<file path="src/rtl/core_mem_pkg.sv">
package core_mem_pkg;
  typedef enum logic [1:0] {
    ACC_READ    = 2'd0,
    ACC_STORE   = 2'd1,
    ACC_DEPOSIT = 2'd2
  } acc_kind_e;
endpackage

</file>
<file path="src/rtl/core_mem_seq.sv">
module core_mem_seq #(
  parameter int unsigned HALF_TICKS = 3,
  localparam int unsigned TW = $clog2(HALF_TICKS)
) (
  input  logic clk_i,
  input  logic rst_ni,
  input  logic start_i,
  output logic busy_o,
  output logic phase_a_o,
  output logic phase_b_o,
  output logic rd_stb_o,
  output logic cap_o,
  output logic show_o,
  output logic wr_stb_o,
  output logic rvalid_slot_o
);
  localparam logic [TW-1:0] LAST = TW'(HALF_TICKS - 1);

  logic          busy_q;
  logic          half_q;   // 0: read half, 1: write-back half
  logic [TW-1:0] tick_q;

  always_ff @(posedge clk_i or negedge rst_ni) begin
    if (!rst_ni) begin
      busy_q <= 1'b0;
      half_q <= 1'b0;
      tick_q <= '0;
    end else if (!busy_q) begin
      busy_q <= start_i;
      half_q <= 1'b0;
      tick_q <= '0;
    end else if (tick_q == LAST) begin
      tick_q <= '0;
      half_q <= ~half_q;
      if (half_q) busy_q <= 1'b0;
    end else begin
      tick_q <= tick_q + 1'b1;
    end
  end

  assign busy_o        = busy_q;
  assign phase_a_o     = busy_q && (tick_q == '0);
  assign phase_b_o     = busy_q && (tick_q == TW'(1));
  assign rd_stb_o      = busy_q && !half_q && (tick_q == '0);
  // RAM returns data one clock after the read strobe
  assign cap_o         = busy_q && !half_q && (tick_q == TW'(1));
  assign rvalid_slot_o = busy_q && !half_q && (tick_q == LAST);
  assign wr_stb_o      = busy_q &&  half_q && (tick_q == '0);
  assign show_o        = rvalid_slot_o || wr_stb_o;
endmodule

</file>
<file path="src/rtl/core_mem_dpath.sv">
module core_mem_dpath
  import core_mem_pkg::*;
#(
  parameter int unsigned ADDR_W = 16,
  parameter int unsigned DATA_W = 20,
  parameter int unsigned NV_W   = 12
) (
  input  logic              clk_i,
  input  logic              rst_ni,
  input  logic              start_i,
  input  acc_kind_e         kind_i,
  input  logic [ADDR_W-1:0] addr_i,
  input  logic [DATA_W-1:0] data_i,
  input  logic              cap_i,
  input  logic [DATA_W-1:0] mem_rdata_i,
  output logic [ADDR_W-1:0] mar_o,
  output logic [DATA_W-1:0] mdr_o,
  output logic [DATA_W-1:0] wdata_o,
  output acc_kind_e         kind_o
);
  logic [ADDR_W-1:0] mar_q;
  logic [DATA_W-1:0] mdr_q;
  logic [DATA_W-1:0] new_q;
  acc_kind_e         kind_q;
  logic              prot;

  always_ff @(posedge clk_i or negedge rst_ni) begin
    if (!rst_ni) begin
      mar_q  <= '0;
      mdr_q  <= '0;
      new_q  <= '0;
      kind_q <= ACC_READ;
    end else begin
      if (start_i) begin
        mar_q  <= addr_i;
        new_q  <= data_i;
        kind_q <= kind_i;
      end
      if (cap_i) mdr_q <= mem_rdata_i;
    end
  end

  generate
    if (NV_W < ADDR_W) begin : g_prot
      assign prot = &mar_q[ADDR_W-1:NV_W];
    end else begin : g_all_prot
      assign prot = 1'b1;
    end
  endgenerate

  always_comb begin
    unique case (kind_q)
      ACC_DEPOSIT: wdata_o = new_q;
      ACC_STORE:   wdata_o = prot ? mdr_q : new_q;
      default:     wdata_o = mdr_q;
    endcase
  end

  assign mar_o  = mar_q;
  assign mdr_o  = mdr_q;
  assign kind_o = kind_q;
endmodule

</file>
<file path="src/rtl/core_mem_ctrl.sv">
module core_mem_ctrl
  import core_mem_pkg::*;
#(
  parameter int unsigned ADDR_W     = 16,
  parameter int unsigned DATA_W     = 20,
  parameter int unsigned NV_W       = 12,
  parameter int unsigned HALF_TICKS = 3
) (
  input  logic              clk_i,
  input  logic              rst_ni,
  input  logic              req_valid_i,
  input  logic              req_store_i,
  input  logic [ADDR_W-1:0] req_addr_i,
  input  logic [DATA_W-1:0] req_wdata_i,
  input  logic              fp_dep_i,
  input  logic [ADDR_W-1:0] fp_addr_i,
  input  logic [DATA_W-1:0] fp_data_i,
  output logic              busy_o,
  output logic              rvalid_o,
  output logic [DATA_W-1:0] rdata_o,
  output logic              phase_a_o,
  output logic              phase_b_o,
  output logic [ADDR_W-1:0] mem_addr_o,
  output logic              mem_rd_o,
  output logic              mem_wr_o,
  output logic [DATA_W-1:0] mem_wdata_o,
  input  logic [DATA_W-1:0] mem_rdata_i
);
  logic              start;
  acc_kind_e         new_kind;
  acc_kind_e         cur_kind;
  logic [ADDR_W-1:0] new_addr;
  logic [DATA_W-1:0] new_data;
  logic [DATA_W-1:0] mdr;
  logic              cap, show, rvalid_slot;

  // panel deposit has priority over the processor
  assign start    = !busy_o && (fp_dep_i || req_valid_i);
  assign new_kind = fp_dep_i ? ACC_DEPOSIT : (req_store_i ? ACC_STORE : ACC_READ);
  assign new_addr = fp_dep_i ? fp_addr_i : req_addr_i;
  assign new_data = fp_dep_i ? fp_data_i : req_wdata_i;

  core_mem_seq #(.HALF_TICKS(HALF_TICKS)) i_seq (
    .clk_i         (clk_i),
    .rst_ni        (rst_ni),
    .start_i       (start),
    .busy_o        (busy_o),
    .phase_a_o     (phase_a_o),
    .phase_b_o     (phase_b_o),
    .rd_stb_o      (mem_rd_o),
    .cap_o         (cap),
    .show_o        (show),
    .wr_stb_o      (mem_wr_o),
    .rvalid_slot_o (rvalid_slot)
  );

  core_mem_dpath #(.ADDR_W(ADDR_W), .DATA_W(DATA_W), .NV_W(NV_W)) i_dpath (
    .clk_i       (clk_i),
    .rst_ni      (rst_ni),
    .start_i     (start),
    .kind_i      (new_kind),
    .addr_i      (new_addr),
    .data_i      (new_data),
    .cap_i       (cap),
    .mem_rdata_i (mem_rdata_i),
    .mar_o       (mem_addr_o),
    .mdr_o       (mdr),
    .wdata_o     (mem_wdata_o),
    .kind_o      (cur_kind)
  );

  assign rvalid_o = rvalid_slot && (cur_kind != ACC_DEPOSIT);
  assign rdata_o  = (show && (cur_kind != ACC_DEPOSIT)) ? mdr : '0;
endmodule

</file>
<file path="config.mk">
export PLATFORM = sky130hd
export DESIGN_NAME = core_mem_ctrl
export DESIGN_NICKNAME = d
export VERILOG_FILES = /design/src/rtl/core_mem_pkg.sv /design/src/rtl/core_mem_seq.sv /design/src/rtl/core_mem_dpath.sv /design/src/rtl/core_mem_ctrl.sv
export SDC_FILE = /design/constraint.sdc
export NUM_CORES = 1
export LEC_CHECK = 0
export ABC_AREA = 1
export BUFFER_PORTS_ARGS = -buffer_cell sky130_fd_sc_hd__buf_2
export CORE_MARGIN = 3
export CORE_UTILIZATION = 45
export CTS_BUF_LIST = sky130_fd_sc_hd__clkbuf_16
export DETAILED_ROUTE_END_ITERATION = 8
export PLACE_DENSITY = 0.77
export SETUP_SLACK_MARGIN = 0.3
export SLEW_MARGIN = 30
export SYNTH_ARGS = -nofsm -noshare
export SYNTH_HDL_FRONTEND = slang
export SYNTH_SLANG_ARGS = --single-unit
</file>
<file path="constraint.sdc">
create_clock -name clk_i -period 1.65 [get_ports clk_i]
set_clock_uncertainty 0.1 [all_clocks]
set_input_delay 0.0825 -clock clk_i [delete_from_list [all_inputs] [get_ports clk_i]]
set_output_delay 0.0825 -clock clk_i [all_outputs]
set_load 0.01 [all_outputs]
</file>
==> impl_results.md, run 1 <==
- Status: finished, violations left
- Violated checks: negative setup slack
- Die area: approximately 8700 um^2
- Antenna violations before repair: 0
- Critical Path Sink Type: output pin
- Max-slew violation count: 0
- Crit start category: flip-flop
- LEAKAGE: around 0.0029 uW
- Share of layout cells above drive strength 1: roughly two fifths
- CTS tree: yes
- Worst Hold Class: in -> reg
- Iteration-0 DRC Markers: between 200 and 300
- CTS Buf Count: 9
- Number of flops mapped to enable cells by yosys: 0
- Fin crit share: 116%
- Fmax: 523 MHz
- Ant. Diodes: 0
- DRC errors left: 0
- WP data arrival: around 1700 ps
- Yosys reg bits: 62
- Final Util: roughly four fifths
- RSZ-0062 raised after global routing: yes
- # setup viols final: 42
- Longest Clk Path Bufs: 2
- Worst path buffer plus inverter count: 5
- Crit path max-delay family: buffers and inverters
- # nets final: roughly 760
- Syn_area_per_cell: roughly 7.8 um^2
- Post-Place Worst Slack: between 80 and 90 ps
- Cells after DPL: a little under 700
- Drt first pass iters: 6
- Post-synth ARST share: 100%
- Critical Path RT: between 1000 and 1500 ps
- Synth area leaders: dfrtp_1, nand2_1, nor2_1
- Avg WL per Cell: around 17 um
- Critical path type: reg -> out
- Max_cap viols: 0
- Slew margin rel.: roughly two thirds
- Synthesized area: 3430 um^2
- Final min period: ~1900 ps
- Worst slew pin tran: 526 ps
- Post-synth top cells: nand2_1, dfrtp_1, nor2_1
- Die height: between 90 and 100 um
- Most used DFF post-synth: dfrtp_1
- Core ar.: 7330 um^2
- Row count: 31
- Sequential area share after synthesis: a little under half
- Synth warn: 0
- Synth cell types: 27
- Cell taking the most area after synthesis: dfrtp_1
- Tot Pwr: between 10000 and 15000 uW
- DR vias: approximately 4100
- Post-Syn Instances: 438
- Syn Nets: 537
- GRT Resource Usage Total: 29.3%
- Port Buffers: approximately 160
- Placer congestion estimate: roughly 0.83
- First-pass GRT wire length: ~20000 um
- Vias in the first global route: a little over 4000
- Power per standard cell area: about 2100 nW/um^2
- Largest net degree at the start of global routing: 63
- Non-Filler Instances: roughly 760
- Worst setup margin: -262 ps
- Clock latency on the worst-skew pair: slightly above 300 ps
- GR Overflow Total: 0
- Clk sink count: between 60 and 70
- Maximum vdd drop: 1.29 mV
- I/O pins: between 150 and 200
- Initial core utilization: 46.8%
- Antenna viol nets, final: 0
- Critical path's largest stage delay: between 300 and 400 ps
- Synth top area share: approximately 45%
- DP HPWL: around 6800 um
- Setup_tns: -8730 ps
- CTS root buffer: clkbuf_16
- Via/cell ratio: between 5 and 6
- Slowest cell on crit path: dfrtp_1
- H-tree depth: 3
- Hold Vio Cnt, Final: 0
- Die width: 93.3 um
- Final wirelength: 12900 um
- CP Cell Sequence: inv_2 -> ha_4 -> inv_4 -> buf_4 -> nand3_4 -> clkbuf_16 -> a21boi_1 -> buf_2
- Clock transition at path regs: roughly 50 ps
- Peak fanout along the critical path: 10
- Top-count cell post-synth: nand2_1
- Synth-to-Final Area Change: 69.6%
-- registers in the layout (all words and copies together) (netlist names) --
signal          flops
i_dpath.kind_o      2
i_dpath.mar_o      16
i_dpath.mdr_o      20
i_dpath.new_q      20
i_seq.busy_o        1
i_seq.half_q        1
i_seq.tick_q        2
-- repair_timing --
action                                  in CTS  in global routing
cloned                                      10                  2
hold buffers                                43                  0
hold endpoints to repair                   104                  0
setup buffers                               15                  1
pin swaps                                   30                  4
endpoints found under the setup margin      97                103
resized for setup                           95                 22
-- kinds of logic (layout without fill, tap and decap cells) --
family	after synthesis	count (layout)	synth area share [%]
AO/OA/AOI/OAI	96	96	18.2
flip-flops	62	62	45.2
buffers and inverters	62	288	9.18
adder cells (fa/ha/maj)	2	2	0.729
AND/OR/NAND/NOR	216	216	26.7
-- tightest hold or removal path: stages --
cell      delay [ps]
buf_2             70
or2_2             90
o211ai_1          70
o21ai_1           70
-- where the power goes --
| part | leakage, uW | internal [uW] | switching, uW | total, uW |
|---|---|---|---|---|
| logic | 0.00204 | 3570 | 4180 | 7750 |
| registers | 0.000735 | 2290 | 463 | 2750 |
| clock network | 0.000140 | 978 | 620 | 1600 |
-- worst paths after layout --
path	end	cells past startpoint	slack [ps]	from
hold reg to reg	i_dpath.mar_o[8]	1	380	i_dpath.mar_o[8]
hold / removal	i_dpath.new_q[3]	4	6	req_wdata_i[3]
max in group asynchronous	i_dpath.mdr_o[19]	3	970	rst_ni
min in group asynchronous	i_dpath.mar_o[11]	3	200	rst_ni
setup reg to reg	i_dpath.mdr_o[14]	5	0	i_seq.tick_q[0]
setup / recovery	rdata_o[19]	8	-260	i_dpath.kind_o[0]
-- routing by layer --
layer	track usage [%]	share of wire (%)	wire length [um]
met3	4.42	8.1	1040
met1	36.1	37	4800
met2	50.6	51	6610
met5	0	0	0
met4	13.1	3.8	486
-- cell usage in the layout (no fill, tap or decap), types with 16 or more instances in the layout --
master         instances
nand3_1               20
inv_1                 29
nand2_1              106
nor2_1                54
o21a_1                16
buf_2                156
dlygate4sd3_1         43
dfrtp_1               62
o211ai_1              19
o21ai_2               23
-- layout make-up --
| class | instances | area (um^2) |
|---|---|---|
| fill | 454 | 1510 |
| clock buffer | 9 | 225 |
| multi-input combinational | 314 | 1850 |
| sequential | 62 | 1550 |
| timing repair buffer | 242 | 1920 |
| clock inverter | 6 | 25.0 |
| tap | 99 | 124 |
| inverter | 31 | 126 |
-- metrics by stage --
step	hold WS (ps)	instance area, um^2
floorplan	-313	3430
global placement	19.3	4290
detailed placement	17.1	4290
CTS	-1.51	5680
global route	14.4	5820
finish	5.71	5820
No activity file was read; power rests on OpenSTA's default activity.
==> inputs of run 2 (changes only) <==
--- a/config.mk
+++ b/config.mk
@@ -5,13 +5,12 @@
 export SDC_FILE = /design/constraint.sdc
 export NUM_CORES = 1
 export LEC_CHECK = 0
-export ABC_AREA = 1
 export BUFFER_PORTS_ARGS = -buffer_cell sky130_fd_sc_hd__buf_2
 export CORE_MARGIN = 3
 export CORE_UTILIZATION = 45
 export CTS_BUF_LIST = sky130_fd_sc_hd__clkbuf_16
 export DETAILED_ROUTE_END_ITERATION = 8
-export PLACE_DENSITY = 0.77
+export PLACE_DENSITY = 0.8
 export SETUP_SLACK_MARGIN = 0.3
 export SLEW_MARGIN = 30
 export SYNTH_ARGS = -nofsm -noshare
==> run 2 against run 1 <==
The flow now stops in 5_1_grt. Synthesized cell count shrank 21%. Area after synthesis is 0.66% higher.
==> impl_results.md, run 2 <==
- Post-synth ARST share: between 90% and 100%
- H-tree depth: 3
- Synth top area share: between 40% and 50%
- Synth Area in Adders: less than 1%
- Largest family of logic cells by synthesized area: simple AND/OR/NAND/NOR gates
- Simple-gate share of the synthesized area: 19.3%
- Worst_ep kind: primary output
- Synth area leaders: dfrtp_1, mux2i_1, mux2_4
- Most used DFF post-synth: dfrtp_1
- Antenna violations before repair: 1
- Port Buffers: about 160
- CTS root buffer: clkbuf_16
- Post-synth top cells: dfrtp_1, nand3_1, nand2_1
- Synthesized area: ~3500 um^2
- I/O pins: 159
- Top-count cell post-synth: dfrtp_1
- Placer congestion estimate: 0.796
- Post-Syn Instances: approximately 350
- Post-Place Worst Slack: -184 ps
- Fail Step: 5_1_grt
- Synth Area in Compound Gates: between 10% and 20%
- Cell taking the most area after synthesis: dfrtp_1
- Number of flops mapped to enable cells by yosys: 0
- Worst_ep grt: mem_wdata_o[16]
- Initial core utilization: 46.9%
- XOR/XNOR Fraction of Synth Area: less than 1%
- Status: did not finish
- Sequential area share after synthesis: between 40% and 50%
- Synth warn: 0
- DP HPWL: just under 8000 um
- Clk sink count: between 60 and 70
- Yosys reg bits: between 60 and 70
- Die height: ~94 um
- Largest net degree at the start of global routing: 31
- CTS Buf Count: 9
- Syn_area_per_cell: around 10 um^2
- Stop err: [ERROR DPL-0033] detailed placement checks failed during check placement.
- Row count: 31
- Synth cell types: 28
- Die width: ~94 um
- Multiplexer area fraction after synthesis: approximately a fifth
- Longest Clk Path Bufs: 2
- Syn Nets: between 400 and 500
==> run 2: cell types whose count changed after synthesis, moves of 25 or more <==
cell     delta
mux2i_1    +36
inv_1      -25
nand2_1    -72
o21ai_1    -25
nor2_1     -57
nand3_1    +39
==> run 2: repair_timing <==
action,CTS
gates cloned,12
endpoints found under the hold margin,75
pin swaps,14
hold buffers,88
endpoints found under the setup margin,94
gates resized for setup,109
setup buffers,9
==> run 2: cells by family after synthesis <==
| kind of cell | after synthesis |
|---|---|
| AOI/OAI and AO/OA | 60 |
| muxes | 56 |
| xor gates and xnor gates | 2 |
| buffers and inverters | 32 |
| DFF | 62 |
| adders and majority gates | 2 |
| and+or+nand+nor | 132 |
==> run 2: stage by stage <==
step           instance area (um^2)  util, %  hold WS [ps]  std cells  TNS [ps]
3_3_place_gp                   4600     62.4          7.83        593     -8150
2_1_floorplan                  3680        -          -313        346         0
3_5_place_dp                   4610     62.5          16.4        593     -3250
4_1_cts                        6500     88.2          4.33        718    -12710
==> inputs of run 3 (changes only) <==
--- a/config.mk
+++ b/config.mk
@@ -7,11 +7,9 @@
 export LEC_CHECK = 0
 export BUFFER_PORTS_ARGS = -buffer_cell sky130_fd_sc_hd__buf_2
 export CORE_MARGIN = 3
-export CORE_UTILIZATION = 45
-export CTS_BUF_LIST = sky130_fd_sc_hd__clkbuf_16
+export CORE_UTILIZATION = 30
 export DETAILED_ROUTE_END_ITERATION = 8
-export PLACE_DENSITY = 0.8
-export SETUP_SLACK_MARGIN = 0.3
+export PLACE_DENSITY_LB_ADDON = 0.15
 export SLEW_MARGIN = 30
 export SYNTH_ARGS = -nofsm -noshare
 export SYNTH_HDL_FRONTEND = slang
==> run 3 against run 2 <==
The flow now finishes, with violations (negative setup slack). Area after synthesis stayed put. Synthesized cell count stayed put.
==> impl_results.md, run 3 <==
- Syn Nets: about 450
- Synth top area share: 44.9%
- Ant. Diodes: 0
- Antenna violations before repair: 0
- CP Capture Point: mem_wdata_o[8]
- Clock transition at path regs: about 50 ps
- RSZ-0062 raised after global routing: yes
- Worst setup margin: -230 ps
- Fin crit share: 114%
- Die width: approximately 110 um
- Slowest cell on crit path: dfrtp_1
- Drt first pass iters: 4
- Critical path type: reg -> out
- Via/cell ratio: about 4.7
- Synth warn: 0
- Worst slew pin tran: about 540 ps
- GRT Resource Usage Total: between 10% and 20%
- Slew margin rel.: a little under two thirds
- Top-count cell post-synth: dfrtp_1
- Sequential area share after synthesis: ~45%
- # nets final: around 700
- CTS tree: yes
- GR Overflow Total: 0
- Number of flops mapped to enable cells by yosys: 0
- Placer congestion estimate: between 0.8 and 0.9
- Final Util: around 55%
- Non-Filler Instances: 740
- CTS Buf Count: 9
- RR Endpoint: i_dpath.mdr_o[14]
- Synth area leaders: dfrtp_1, mux2i_1, mux2_4
- Most frequent cells in the layout: buf_2, dlygate4sd3_1, dfrtp_1, nand3_1, nand2_1
- Violated checks: negative setup slack
- Max_cap viols: 0
- Crit Reg-Reg Startpoint: i_seq.tick_q[1]
- Cells after DPL: 634
- Most used DFF post-synth: dfrtp_1
- Iteration-0 DRC Markers: roughly 110
- Row count: 38
- H-tree depth: 3
- LEAKAGE: between 0.002 and 0.003 uW
- Avg WL per Cell: around 15 um
- Fill count: around 1000
- Final wirelength: 10900 um
- Antenna viol nets, final: 0
- Synth cell types: 28
- Most common cell after layout, fill and taps aside: buf_2
- Vias in the first global route: between 3000 and 4000
- Maximum vdd drop: roughly 0.9 mV
- Final min period: 1880 ps
- Share of layout cells above drive strength 1: 44.7%
- Longest Clk Path Bufs: 2
- R2R cell count: 4
- Hold Vio Cnt, Final: 0
- Critical Path RT: between 1000 and 1500 ps
- Post-synth ARST share: 100%
- DP HPWL: approximately 7400 um
- Clock latency on the worst-skew pair: 320 ps
- Largest net degree at the start of global routing: 38
- Initial core utilization: around 31%
- Critical path's largest stage delay: around 420 ps
- Crit start category: flip-flop
- Setup_tns: -7690 ps
- Core ar.: approximately 11000 um^2
- Die area: ~13000 um^2
- # setup viols final: roughly 40
- Post-Syn Instances: about 350
- WP data arrival: 1700 ps
- DR vias: ~3500
- Cell taking the most area after synthesis: dfrtp_1
- CP Cell Sequence: ha_4 -> nor2b_4 -> buf_8 -> a22oi_1 -> nand3_1 -> buf_2
- First-pass GRT wire length: between 15000 and 20000 um
- Synth-to-Final Area Change: 75.7%
- Yosys reg bits: between 60 and 70
- Max-slew violation count: 0
- Crit path launch: i_dpath.kind_o[1]
- Critical Path Sink Type: output pin
- Tot Pwr: about 11000 uW
- DRC errors left: 0
- Power per standard cell area: between 1500 and 2000 nW/um^2
- Syn_area_per_cell: ~10 um^2
- Peak fanout along the critical path: 10
- R2R setup slack: 60 ps
- Clk sink count: slightly above 60
- CTS root buffer: clkbuf_16
- Status: finished, violations left
- Port Buffers: 158
- I/O pins: 159
- Synthesized area: ~3500 um^2
- Die height: about 110 um
- Worst Hold Class: in -> reg
- Fmax: between 500 and 600 MHz
- Post-synth top cells: dfrtp_1, nand3_1, nand2_1
## run 3: cells by family (layout without fill, tap and decap cells)
family	count (synthesis)	count (layout)	synth area share, %
flip-flops	62	62	44.9
buffers and inverters	32	286	5.11
XOR/XNOR	2	2	0.507
adder cells (fa/ha/maj)	2	2	0.724
multiplexers	56	56	19.1
AO/OA/AOI/OAI	60	60	10.4
AND/OR/NAND/NOR	132	132	19.3
## run 3: worst min-delay path by stage
stage	start	end	cells after the start
6_report	req_wdata_i[17]	i_dpath.new_q[17]	3
5_1_grt	req_wdata_i[2]	i_dpath.new_q[2]	3
4_1_cts	req_wdata_i[5]	i_dpath.new_q[5]	3
3_5_place_dp	rst_ni	i_dpath.new_q[18]	1
3_3_place_gp	rst_ni	i_dpath.new_q[8]	1
2_1_floorplan	rst_ni	i_dpath.kind_o[0]	0
## run 3: layout make-up
| type | count | area (um^2) | share of cell area [%] |
|---|---|---|---|
| sequential | 62 | 1550 | 25.6 |
| inverter | 4 | 15.0 | 0.247 |
| tap | 140 | 175 | 2.88 |
| clock buffer | 14 | 264 | 4.35 |
| clock inverter | 1 | 5.00 | 0.0824 |
| multi-input combinational | 252 | 1990 | 32.7 |
| timing repair buffer | 267 | 2070 | 34.1 |
## run 3: routing by layer
metal | GRT usage, % | vias to the layer above | part of all wire [%]
met5 | 0 | - | 0
met4 | 4.01 | 0 | 1.2
met3 | 4.65 | 10 | 5.6
met2 | 27.8 | 119 | 50
met1 | 22.1 | 1606 | 43
li1 | - | 1734 | -
## run 3: repair_timing
item                                    4_1_cts  5_1_grt
endpoints found under the setup margin       43       61
cloned                                        2        2
resized for setup                            34       61
pin swaps                                    19       23
endpoints found under the hold margin        69        0
buffers inserted                              2        2
hold buffers                                 84        0
## run 3: through the flow
stage / worst slack, ps / cell area, um^2 / hold slack [ps]
5_1_grt: -322 / 6070 / 13.5
3_5_place_dp: 12.7 / 4480 / -1.89
6_report: -230 / 6070 / 0.275
3_3_place_gp: 32.3 / 4480 / 2.41
2_1_floorplan: 86.7 / 3460 / -313
4_1_cts: -217 / 5780 / 4.82
## run 3: worst max-delay path: cells and delay by family, from the launching register on
family / cells / cell delay, ps
compound gates: 1 / 170
fa+ha+maj: 1 / 340
buf+inv: 2 / 290
flops: 1 / 420
simple gates: 2 / 170
## run 3: report_power, final
group | internal, uW | leakage, uW | switching (uW)
clock | 1090 | 0.000133 | 621
sequential | 2280 | 0.000750 | 805
combinational | 3350 | 0.00210 | 2720
